### src/rtl/dbs_pkg.sv
package dbs_pkg;

   // {cs_n, ras_n, cas_n, we_n}
   typedef enum logic [3:0] {
      CMD_DESL = 4'b1111,
      CMD_NOP  = 4'b0111,
      CMD_PRE  = 4'b0010,
      CMD_REF  = 4'b0001,
      CMD_MRW  = 4'b0000
   } cmd_e;

   typedef enum logic [3:0] {
      ST_PWR, ST_PALL1, ST_EXT, ST_MRW_RST, ST_PALL2,
      ST_REF1, ST_REF2, ST_MRW_FIN, ST_RUN
   } step_e;

   function automatic logic [2:0] burst_code(int len);
      case (len)
         2:       return 3'b001;
         4:       return 3'b010;
         8:       return 3'b011;
         default: return 3'b000;
      endcase
   endfunction

   // latency given in half cycles: 4 = 2, 5 = 2.5, 6 = 3
   function automatic logic [2:0] lat_code(int half_cycles);
      case (half_cycles)
         4:       return 3'b010;
         5:       return 3'b110;
         6:       return 3'b011;
         default: return 3'b000;
      endcase
   endfunction

endpackage

### src/rtl/dbs_timer.sv
module dbs_timer #(
   parameter int          W    = 8,
   parameter logic [W-1:0] INIT = '0
) (
   input  logic         clk,
   input  logic         rst_n,
   input  logic         load,
   input  logic [W-1:0] load_val,
   output logic         zero
);
   logic [W-1:0] cnt;

   always_ff @(posedge clk) begin
      if (!rst_n)             cnt <= INIT;
      else if (load)          cnt <= load_val;
      else if (cnt != '0)     cnt <= cnt - 1'b1;
   end

   assign zero = (cnt == '0);
endmodule

### src/rtl/dbs_dll_wait.sv
module dbs_dll_wait #(
   parameter int T_DLL = 200
) (
   input  logic clk,
   input  logic rst_n,
   input  logic start,
   output logic locked
);
   generate
      if (T_DLL == 0) begin : g_nowait
         logic armed;
         always_ff @(posedge clk) begin
            if (!rst_n)     armed <= 1'b0;
            else if (start) armed <= 1'b1;
         end
         assign locked = armed;
      end else begin : g_count
         localparam int LW = $clog2(T_DLL + 1);
         logic [LW-1:0] cnt;
         logic          armed;
         always_ff @(posedge clk) begin
            if (!rst_n) begin
               cnt   <= '0;
               armed <= 1'b0;
            end else if (start) begin
               cnt   <= LW'(T_DLL);
               armed <= 1'b1;
            end else if (cnt != '0) begin
               cnt   <= cnt - 1'b1;
            end
         end
         assign locked = armed && (cnt == '0);
      end
   endgenerate
endmodule

### src/rtl/dbs_refresh_debt.sv
module dbs_refresh_debt #(
   parameter int T_REFI   = 1560,
   parameter int MAX_DEBT = 8
) (
   input  logic clk,
   input  logic rst_n,
   input  logic run,
   input  logic take,
   output logic pending,
   output logic full
);
   localparam int IW = $clog2(T_REFI);
   localparam int DW = $clog2(MAX_DEBT + 1);

   logic [IW-1:0] ivl;
   logic [DW-1:0] debt;
   logic          tick;
   logic          inc;

   assign tick = run && (ivl == IW'(T_REFI - 1));
   assign full = (debt == DW'(MAX_DEBT));
   assign inc  = tick && (!full || take);
   assign pending = (debt != '0);

   always_ff @(posedge clk) begin
      if (!rst_n)      ivl <= '0;
      else if (tick)   ivl <= '0;
      else if (run)    ivl <= ivl + 1'b1;
   end

   always_ff @(posedge clk) begin
      if (!rst_n)               debt <= '0;
      else if (inc && !take)    debt <= debt + 1'b1;
      else if (take && !inc)    debt <= debt - 1'b1;
   end
endmodule

### src/rtl/ddr_bringup_seq.sv
module ddr_bringup_seq
   import dbs_pkg::*;
#(
   parameter int ADDR_W      = 13,
   parameter int T_PWR       = 40000,
   parameter int T_RP        = 3,
   parameter int T_MRD       = 2,
   parameter int T_RFC       = 15,
   parameter int T_DLL       = 200,
   parameter int T_REFI      = 1560,
   parameter int MAX_DEBT    = 8,
   parameter int BURST_LEN   = 4,
   parameter bit BURST_INTLV = 1'b0,
   parameter int CAS_X2      = 5
) (
   input  logic              clk,
   input  logic              rst_n,
   input  logic              ref_gnt,
   output logic              cke,
   output logic              cs_n,
   output logic              ras_n,
   output logic              cas_n,
   output logic              we_n,
   output logic [1:0]        ba,
   output logic [ADDR_W-1:0] addr,
   output logic              init_done,
   output logic              read_ok,
   output logic              ref_req,
   output logic              ref_urgent,
   output logic              bus_busy
);
   localparam int GMAX_A = (T_PWR - 1 > T_RP) ? T_PWR - 1 : T_RP;
   localparam int GMAX_B = (T_MRD > T_RFC) ? T_MRD : T_RFC;
   localparam int GMAX   = (GMAX_A > GMAX_B) ? GMAX_A : GMAX_B;
   localparam int TW     = $clog2(GMAX + 1);

   localparam logic [8:0] MODE_BASE = {1'b0, 1'b0, lat_code(CAS_X2), BURST_INTLV, burst_code(BURST_LEN)};
   localparam logic [ADDR_W-1:0] MODE_RUN = ADDR_W'(MODE_BASE);
   localparam logic [ADDR_W-1:0] MODE_RST = MODE_RUN | (ADDR_W'(1) << 8);

   generate
      if (ADDR_W < 11)               begin : g_bad_aw  $error("ADDR_W must be at least 11"); end
      if (T_MRD < 2)                 begin : g_bad_mrd $error("T_MRD must be at least 2"); end
      if (T_PWR < 1 || T_RP < 1 || T_RFC < 1) begin : g_bad_gap $error("gaps must be at least 1"); end
      if (T_REFI < 2)                begin : g_bad_ri  $error("T_REFI must be at least 2"); end
      if (MAX_DEBT < 1)              begin : g_bad_md  $error("MAX_DEBT must be at least 1"); end
      if (burst_code(BURST_LEN) == 3'b000) begin : g_bad_bl $error("BURST_LEN must be 2, 4 or 8"); end
      if (lat_code(CAS_X2) == 3'b000)      begin : g_bad_cl $error("CAS_X2 must be 4, 5 or 6"); end
   endgenerate

   step_e             step;
   cmd_e              cmd_q;
   logic              cke_q;
   logic [1:0]        ba_q;
   logic [ADDR_W-1:0] addr_q;
   logic              done_r;

   logic              tmr_zero;
   logic              tmr_load;
   logic [TW-1:0]     tmr_val;
   logic              adv;
   logic              issue_ref;
   logic              dll_locked;
   logic              debt_pending;
   logic              debt_full;

   assign adv       = tmr_zero && (step != ST_RUN);
   assign issue_ref = (step == ST_RUN) && tmr_zero && done_r && debt_pending && ref_gnt;
   assign tmr_load  = adv || issue_ref;

   always_comb begin
      case (step)
         ST_PALL1, ST_PALL2:                tmr_val = TW'(T_RP - 1);
         ST_EXT, ST_MRW_RST, ST_MRW_FIN:    tmr_val = TW'(T_MRD - 1);
         ST_REF1, ST_REF2, ST_RUN:          tmr_val = TW'(T_RFC - 1);
         default:                           tmr_val = '0;
      endcase
   end

   dbs_timer #(.W(TW), .INIT(TW'(T_PWR - 1))) u_gap (
      .clk(clk), .rst_n(rst_n), .load(tmr_load), .load_val(tmr_val), .zero(tmr_zero)
   );

   dbs_dll_wait #(.T_DLL(T_DLL)) u_dll (
      .clk(clk), .rst_n(rst_n), .start(adv && (step == ST_MRW_RST)), .locked(dll_locked)
   );

   dbs_refresh_debt #(.T_REFI(T_REFI), .MAX_DEBT(MAX_DEBT)) u_debt (
      .clk(clk), .rst_n(rst_n), .run(done_r), .take(issue_ref),
      .pending(debt_pending), .full(debt_full)
   );

   always_ff @(posedge clk) begin
      if (!rst_n) begin
         step   <= ST_PWR;
         cmd_q  <= CMD_DESL;
         cke_q  <= 1'b0;
         ba_q   <= '0;
         addr_q <= '0;
         done_r <= 1'b0;
      end else begin
         cmd_q  <= cke_q ? CMD_NOP : CMD_DESL;
         ba_q   <= '0;
         addr_q <= '0;
         if (adv) begin
            case (step)
               ST_PWR: begin
                  cke_q <= 1'b1;
                  cmd_q <= CMD_NOP;
                  step  <= ST_PALL1;
               end
               ST_PALL1: begin
                  cmd_q      <= CMD_PRE;
                  addr_q[10] <= 1'b1;
                  step       <= ST_EXT;
               end
               ST_EXT: begin
                  cmd_q <= CMD_MRW;
                  ba_q  <= 2'b01;
                  step  <= ST_MRW_RST;
               end
               ST_MRW_RST: begin
                  cmd_q  <= CMD_MRW;
                  addr_q <= MODE_RST;
                  step   <= ST_PALL2;
               end
               ST_PALL2: begin
                  cmd_q      <= CMD_PRE;
                  addr_q[10] <= 1'b1;
                  step       <= ST_REF1;
               end
               ST_REF1: begin
                  cmd_q <= CMD_REF;
                  step  <= ST_REF2;
               end
               ST_REF2: begin
                  cmd_q <= CMD_REF;
                  step  <= ST_MRW_FIN;
               end
               ST_MRW_FIN: begin
                  cmd_q  <= CMD_MRW;
                  addr_q <= MODE_RUN;
                  step   <= ST_RUN;
               end
               default: step <= ST_RUN;
            endcase
         end
         if ((step == ST_RUN) && tmr_zero) done_r <= 1'b1;
         if (issue_ref) cmd_q <= CMD_REF;
      end
   end

   assign cke        = cke_q;
   assign {cs_n, ras_n, cas_n, we_n} = cmd_q;
   assign ba         = ba_q;
   assign addr       = addr_q;
   assign init_done  = done_r;
   assign read_ok    = done_r && dll_locked;
   assign ref_req    = debt_pending;
   assign ref_urgent = debt_full;
   assign bus_busy   = !done_r || !tmr_zero || (cmd_q == CMD_REF);
endmodule

### config.mk
export PLATFORM = sky130hd
export DESIGN_NAME = ddr_bringup_seq
export DESIGN_NICKNAME = d
export VERILOG_FILES = /design/src/rtl/dbs_pkg.sv /design/src/rtl/dbs_timer.sv /design/src/rtl/dbs_dll_wait.sv /design/src/rtl/dbs_refresh_debt.sv /design/src/rtl/ddr_bringup_seq.sv
export SDC_FILE = /design/constraint.sdc
export NUM_CORES = 1
export LEC_CHECK = 0
export BUFFER_PORTS_ARGS = -buffer_cell sky130_fd_sc_hd__buf_2
export CAP_MARGIN = 20
export CORE_MARGIN = 2
export CORE_UTILIZATION = 40
export DETAILED_ROUTE_END_ITERATION = 16
export PLACE_DENSITY = 0.63
export SKIP_LAST_GASP = 1
export SLEW_MARGIN = 30
export SYNTH_ARGS = -nofsm -noshare
export SYNTH_HDL_FRONTEND = slang
export SYNTH_SLANG_ARGS = --single-unit
### constraint.sdc
create_clock -name clk -period 3.7 [get_ports clk]
set_input_delay 0.185 -clock clk [delete_from_list [all_inputs] [get_ports clk]]
set_output_delay 0.185 -clock clk [all_outputs]
set_load 0.005 [all_outputs]
* Word level (Yosys, flattened, before mapping)
Memory sizes are Yosys's and may differ from the RTL's. A register that Yosys moved wholly into a read port is not among the register bits. Cells that the tools add are included.
Storage, ports and cells: bits of input ports 3, memory bits (read-only) 64, memories kept 1, RAM bits 0, output and inout port bits 25, register bits after elaboration 65, bits in latches 0
Operators by class: magnitude comparators 0, add/sub/neg operators 5, equal/unequal tests 12, bitwise logic cells 1, multiplexer cells 16, reductions and logical operators 38, multipliers 0, divide/modulo/power cells 0, shift-type cells 0
Memories:
- (name not given) | depth 16, width 4, read ports 1, clocked after Yosys merged registers in 1, write ports 0, RTL line ddr_bringup_seq.sv:72 | case (step)
Operator list (number):
- $mux 16 | 2
- $mux 4 | 7
- $pmux 4 s7 | 1
- $pmux 9 s2 | 1
- $eq 4x3->1 const B | 4
- $logic_not 16->1 | 1
- $mux 8 | 2
- $pmux 4 s4 | 1
- $reduce_bool 16->1 | 1
- $sub 16x1->16 const B | 1
- $logic_and 1x1->1 | 12
- $add 11x1->11 const B | 1
- $eq 11x11->1 const B | 1
- $reduce_or 2->1 | 5
- $eq 4x1->1 const B | 2
- $eq 4x2->1 const B | 2
- $eq 4x4->1 const B | 2
- $logic_not 8->1 | 1
- $reduce_bool 8->1 | 1
- $sub 8x1->8 const B | 1
- $reduce_bool 2->1 | 3
- $logic_not 1->1 | 5
- $add 4x1->4 const B | 1
- $logic_not 4->1 | 1
- other kinds (8) | 13

* Depth between registers and ports, before layout
word-level depth 11, gate-level depth with buffers 16

* Cells and area by module
Synthesis repeated with hierarchy kept, for this count alone.
Unflattened totals: cell total of the unflattened synthesis 361, area, all modules 3199.3 µm²
By module, submodules not included:
- dbs_timer | area each 962.2 µm², sequential area each 320.3 µm², instances 1, cells each 117
- ddr_bringup_seq | area each 925.9 µm², sequential area each 340.3 µm², instances 1, cells each 108
- dbs_refresh_debt | area each 807.0 µm², sequential area each 300.3 µm², instances 1, cells each 82
- dbs_dll_wait | area each 504.2 µm², sequential area each 180.2 µm², instances 1, cells each 54

* Least setup slack after synthesis
Ideal clock, no wire load.
kind reg-to-reg, from reg u_gap.cnt[0], to reg u_debt.debt[3], arrival 3025 ps, period minus slack after synthesis 3096 ps, setup slack 604 ps, required time 3629 ps, stages on the path, launching flop included 17, path buffers 1, path through dfxtp_1 > inv_1 > ha_1 > nor4b_2 > nand4_1 > buf_2 > nor2_1 > inv_1 > a21oi_1 > ha_1 > inv_1 > ha_1 > a21o_1 > a21oi_1 > xnor2_1 > or3_1 > a21oi_1
Between the ends: cells in the longest elaborated chain, start to end 10, elaborated cells on any way between the ends 13, those cells by class mux (1); reduce/logical (12)
RTL lines:
- start, declared | RTL line dbs_timer.sv:11 | logic [W-1:0] cnt;
- start signal, assigned | RTL line dbs_timer.sv:15 | else if (load) cnt <= load_val;
- start signal, assigned | RTL line dbs_timer.sv:16 | else if (cnt != '0) cnt <= cnt - 1'b1;
- $logic_not 16->1 (*) | RTL line dbs_timer.sv:19 | assign zero = (cnt == '0);
- $logic_and 1x1->1 (*) (4 in series) | RTL line ddr_bringup_seq.sv:68 | assign issue_ref = (step == ST_RUN) && tmr_zero && done_r && debt_pending && ref_gnt;
- $logic_or 1x1->1 | RTL line dbs_refresh_debt.sv:22 | assign inc = tick && (!full || take);
- $logic_and 1x1->1 | RTL line dbs_refresh_debt.sv:22
- $logic_not 1->1 | RTL line dbs_refresh_debt.sv:34 | else if (take && !inc) debt <= debt - 1'b1;
- $logic_and 1x1->1 | RTL line dbs_refresh_debt.sv:34
- $reduce_bool 2->1 (no line)
- end signal, assigned | RTL line dbs_refresh_debt.sv:33 | else if (inc && !take) debt <= debt + 1'b1;
- end signal, assigned | RTL line dbs_refresh_debt.sv:34
- end, declared | RTL line dbs_refresh_debt.sv:16 | logic [DW-1:0] debt;
Every way passes the cells marked *; elsewhere a longest branch is shown, timed or not. A chain may end at the register's enable or synchronous reset.

* Worst setup path after layout
from reg step[3], to reg u_debt.debt[3]
Between the ends: cells in the longest elaborated chain, start to end 10, elaborated cells on any way between the ends 13, those cells by class eq/ne (1); mux (1); reduce/logical (11)
RTL lines:
- start, declared | RTL line ddr_bringup_seq.sv:51 | step_e step;
- start signal, assigned | RTL line ddr_bringup_seq.sv:95 | step <= ST_PWR;
- start signal, assigned | RTL line ddr_bringup_seq.sv:110 | step <= ST_PALL1;
- start signal, assigned | RTL line ddr_bringup_seq.sv:115 | step <= ST_EXT;
- $eq 4x4->1 (*) | RTL line ddr_bringup_seq.sv:68
- $logic_and 1x1->1 (*) (4 in series) | RTL line ddr_bringup_seq.sv:68
- $logic_or 1x1->1 | RTL line dbs_refresh_debt.sv:22
- $logic_and 1x1->1 | RTL line dbs_refresh_debt.sv:22
- $logic_not 1->1 | RTL line dbs_refresh_debt.sv:34
- $logic_and 1x1->1 | RTL line dbs_refresh_debt.sv:34
- $reduce_bool 2->1 (no line)
Marked as above.

==> qor.json <==
{
  "postSynthCellCount": 334,
  "cts_resized": 0,
  "finish.cell_count_without_fillers": 452,
  "post-cts-setup-buffers": 0,
  "antenna_violating_nets_post_route": 0,
  "ctsLongestPathBuffers": 2,
  "antenna_found_initial": 0,
  "drt_wl_total_um": 5770,
  "vias": 2282,
  "synthDominantCellAreaShare": 0.399,
  "peak_supply_drop_mv": 0.232,
  "synth-seq-area-share": 0.399,
  "use_met3": 0.0289,
  "drive_gt1_frac": 0.149,
  "final-seq-area_mm2": 0.00114,
  "outcome": "finished clean",
  "timing.final.max_slew_violations": 0,
  "clock.fmax_ghz": 0.298,
  "numPlacedInstances": 437,
  "grtUsageTotal": 0.163,
  "io_buffer_count": 18,
  "top_cell_type_by_total_area_after_synthesis": "sky130_fd_sc_hd__dfxtp_1",
  "syn_area_per_cell_um2": 8.57,
  "gp_routability_congestion": 0.826,
  "finalSetupViolations": 0,
  "post_dp_cell_area_mm2": 0.00300,
  "synth_cell_types": 49,
  "tritoncts": "yes",
  "synth-async-reset-ratio": 0,
  "power.leakage_nw": 1.28,
  "gr-max-usage-layer": "met1",
  "routed_via_density": 5.05,
  "critical_path.max_stage_delay_ns": 0.63,
  "grt_pass1_vias": 2098,
  "antenna_cells": 0,
  "start_kind": "flop",
  "post-dp-hpwl_um": 4030,
  "fin_nets": 365,
  "gr-usage-met1": 0.241,
  "wl_per_cell_um": 12.8,
  "total_power_mw": 1.44,
  "design.portCount": 28,
  "crit_arrival_ns": 3.62,
  "worst_setup_path_end_kind": "flop",
  "n_fill_cell": 674,
  "hold_path.class": "primary input to flop",
  "starting_utilization_of_the_core_area": 0.417,
  "syn_area_mm2": 0.00286,
  "power-per-cell-area_mw_per_mm2": 452,
  "detail_route.drc_violations": 0,
  "dr.pass1.iters": 4,
  "core_area_mm2": 0.00687,
  "timing.critical_path.cells": "or4b_2 -> or2_2 -> nor2_1 -> inv_1 -> a21oi_1 -> ha_1 -> inv_1 -> ha_1 -> a21o_1 -> a21oi_1 -> xnor2_1 -> or3_1 -> a21oi_1",
  "min_period_over_period": 0.908,
  "timing.max_cap.violations": 0,
  "post_cts_hold_buffer_count": 0,
  "drtIter0Drc": 174,
  "timing.final.crit_period_ns": 3.36,
  "post_synth_main_area_contributors": "sky130_fd_sc_hd__dfxtp_1 40%, sky130_fd_sc_hd__nor2_1 5.6%, sky130_fd_sc_hd__nand2_1 4.3%",
  "worstPathMaxFanout": 12,
  "globalRouteMet2Util": 0.221,
  "rsz0062_at_grt": "no",
  "worst_path_max_delay_cell": "sky130_fd_sc_hd__or4b_2",
  "final_cell_area_mm2": 0.00319,
  "final.setup_skew_ns": 0.00950,
  "ys.warnings.count": 0,
  "root_buffer": "sky130_fd_sc_hd__clkbuf_8",
  "multiInputGateArea_mm2": 0.00156,
  "clkLatencyLatePin_ns": 0.33,
  "die_width_um": 88.6,
  "num_rows": 30,
  "cts_sinks": 57,
  "htreeDepth": 3,
  "synth_enable_flop_cells": 0,
  "cp_common_cell": "sky130_fd_sc_hd__a21oi_1",
  "die_height_um": 88.6,
  "cts_bufs_inserted": 9,
  "cts.reportedPaths.clkPinSlew_ns": 0.07,
  "post-route-worst-setup-slack_ns": 0.339,
  "synth_flop_cell": "sky130_fd_sc_hd__dfxtp_1",
  "grt_max_degree": 26,
  "dpl_worst_slack_ns": 0.377,
  "areaGrowthSynthToFinish_pct": 11.3,
  "die_area_mm2": 0.00785,
  "global_route.overflow_total": 0,
  "category_of_the_critical_setup_timing_path": "flop to flop",
  "hold_viol_final": 0,
  "global_route_wire_length_before_repair_um": 9820,
  "synthesized_flop_and_latch_total": 57,
  "fin_tns_setup_ns": 0,
  "timing.critical_path.required_ns": 3.96
}
==> Yosys cell counts, drive strengths merged (2+ instances only) <==
master / count
a211oi: 5
a21oi: 18
a31oi: 4
a32o: 2
and3: 5
buf: 15
clkbuf: 10
dfxtp: 57
ha: 9
inv: 12
mux2i: 5
nand2: 33
nand2b: 6
nand3: 10
nand4: 7
nor2: 43
nor3: 14
nor3b: 3
nor4: 7
nor4b: 4
o21ai: 13
or2: 2
or3: 4
or4: 3
or4b: 2
xnor2: 14
xor2: 13
==> cells by family after synthesis <==
family / Yosys count / share of synthesized area
compound gates: 50 / 0.109
simple gates: 146 / 0.274
xor+xnor: 27 / 0.0826
flops: 57 / 0.399
fa+ha+maj: 10 / 0.0463
other cells: 1 / 0.00131
mux: 6 / 0.0214
buf+inv: 37 / 0.0669
==> worst max-delay path, delay by kind of cell (launching register included) <==
kind	cells	cell delay, ns
adder cells (fa/ha/maj)	2	0.47
flip-flops	1	0.54
XOR/XNOR	1	0.09
buffers and inverters	2	0.18
AO/OA/AOI/OAI	4	0.61
AND/OR/NAND/NOR	4	1.40
==> layout make-up <==
cell class                      count  share of cell area
Clock inverter                      6              0.0189
Tap cell                           96              0.0377
Clock buffer                        9              0.0389
Timing Repair Buffer               24              0.0424
Multi-Input combinational cell    248               0.490
Inverter                           12              0.0141
Sequential cell                    57               0.358
==> where the power goes <==
group	total, mW	switching, mW	internal [mW]
logic	0.203	0.113	0.0904
clock network	0.552	0.249	0.303
registers	0.684	0.0339	0.650
==> registers in the layout, summed over array words and instances (netlist names) <==
| signal | count |
|---|---|
| init_done | 1 |
| u_gap.cnt | 16 |
| u_dll.g_count.cnt | 8 |
| ba | 1 |
| cmd_q | 4 |
| cke | 1 |
| u_dll.g_count.armed | 1 |
| u_debt.ivl | 11 |
| tmr_val | 3 |
| addr | 3 |
| u_debt.debt | 4 |
| step | 4 |
==> routing by layer <==
layer | vias up | routed length (µm) | part of all wire
li1 | 1171 | - | -
met1 | 1051 | 3090 | 0.54
met2 | 54 | 2330 | 0.40
met3 | 6 | 253 | 0.044
met4 | 0 | 94 | 0.016
met5 | - | 0 | 0
==> worst paths after layout <==
kind	cells after the start	start	slack [ns]	endpoint
setup / recovery	13	step[3]$_SDFFE_PN0P_	0.34	u_debt.debt[3]$_SDFFE_PN0P_
hold / removal	2	rst_n	0.26	u_gap.cnt[11]$_SDFFE_PN1P_
setup reg to reg	13	step[3]$_SDFFE_PN0P_	0.34	u_debt.debt[3]$_SDFFE_PN0P_
hold reg to reg	2	u_dll.g_count.armed$_SDFFE_PN0P_	0.45	u_dll.g_count.armed$_SDFFE_PN0P_
==> cell usage in the layout, fill, tap and decap left out, types with 3 or more instances in the layout <==
master	n
sky130_fd_sc_hd__nand3_1	9
sky130_fd_sc_hd__conb_1	9
sky130_fd_sc_hd__nor4_1	5
sky130_fd_sc_hd__nand2_1	33
sky130_fd_sc_hd__o21ai_0	13
sky130_fd_sc_hd__or3_1	4
sky130_fd_sc_hd__inv_1	12
sky130_fd_sc_hd__nand4_1	6
sky130_fd_sc_hd__clkinv_2	3
sky130_fd_sc_hd__ha_1	9
sky130_fd_sc_hd__a21oi_1	16
sky130_fd_sc_hd__a211oi_1	5
sky130_fd_sc_hd__xor2_1	13
sky130_fd_sc_hd__dfxtp_1	57
sky130_fd_sc_hd__clkbuf_8	9
sky130_fd_sc_hd__nor3_1	14
sky130_fd_sc_hd__buf_2	18
sky130_fd_sc_hd__nand2b_1	6
sky130_fd_sc_hd__a31oi_1	4
sky130_fd_sc_hd__nor3b_1	3
sky130_fd_sc_hd__buf_4	6
sky130_fd_sc_hd__nor2_1	43
sky130_fd_sc_hd__mux2i_1	5
sky130_fd_sc_hd__and3_1	5
sky130_fd_sc_hd__nor4b_1	3
sky130_fd_sc_hd__xnor2_1	14
==> metrics by stage <==
stage | hold slack [ns] | utilization
2_1_floorplan | 0.433 | -
3_3_place_gp | 0.443 | 0.437
3_5_place_dp | 0.445 | 0.437
4_1_cts | 0.243 | 0.464
5_1_grt | 0.272 | 0.464
6_report | 0.255 | 0.464
Power figures use the tool's default switching activity.
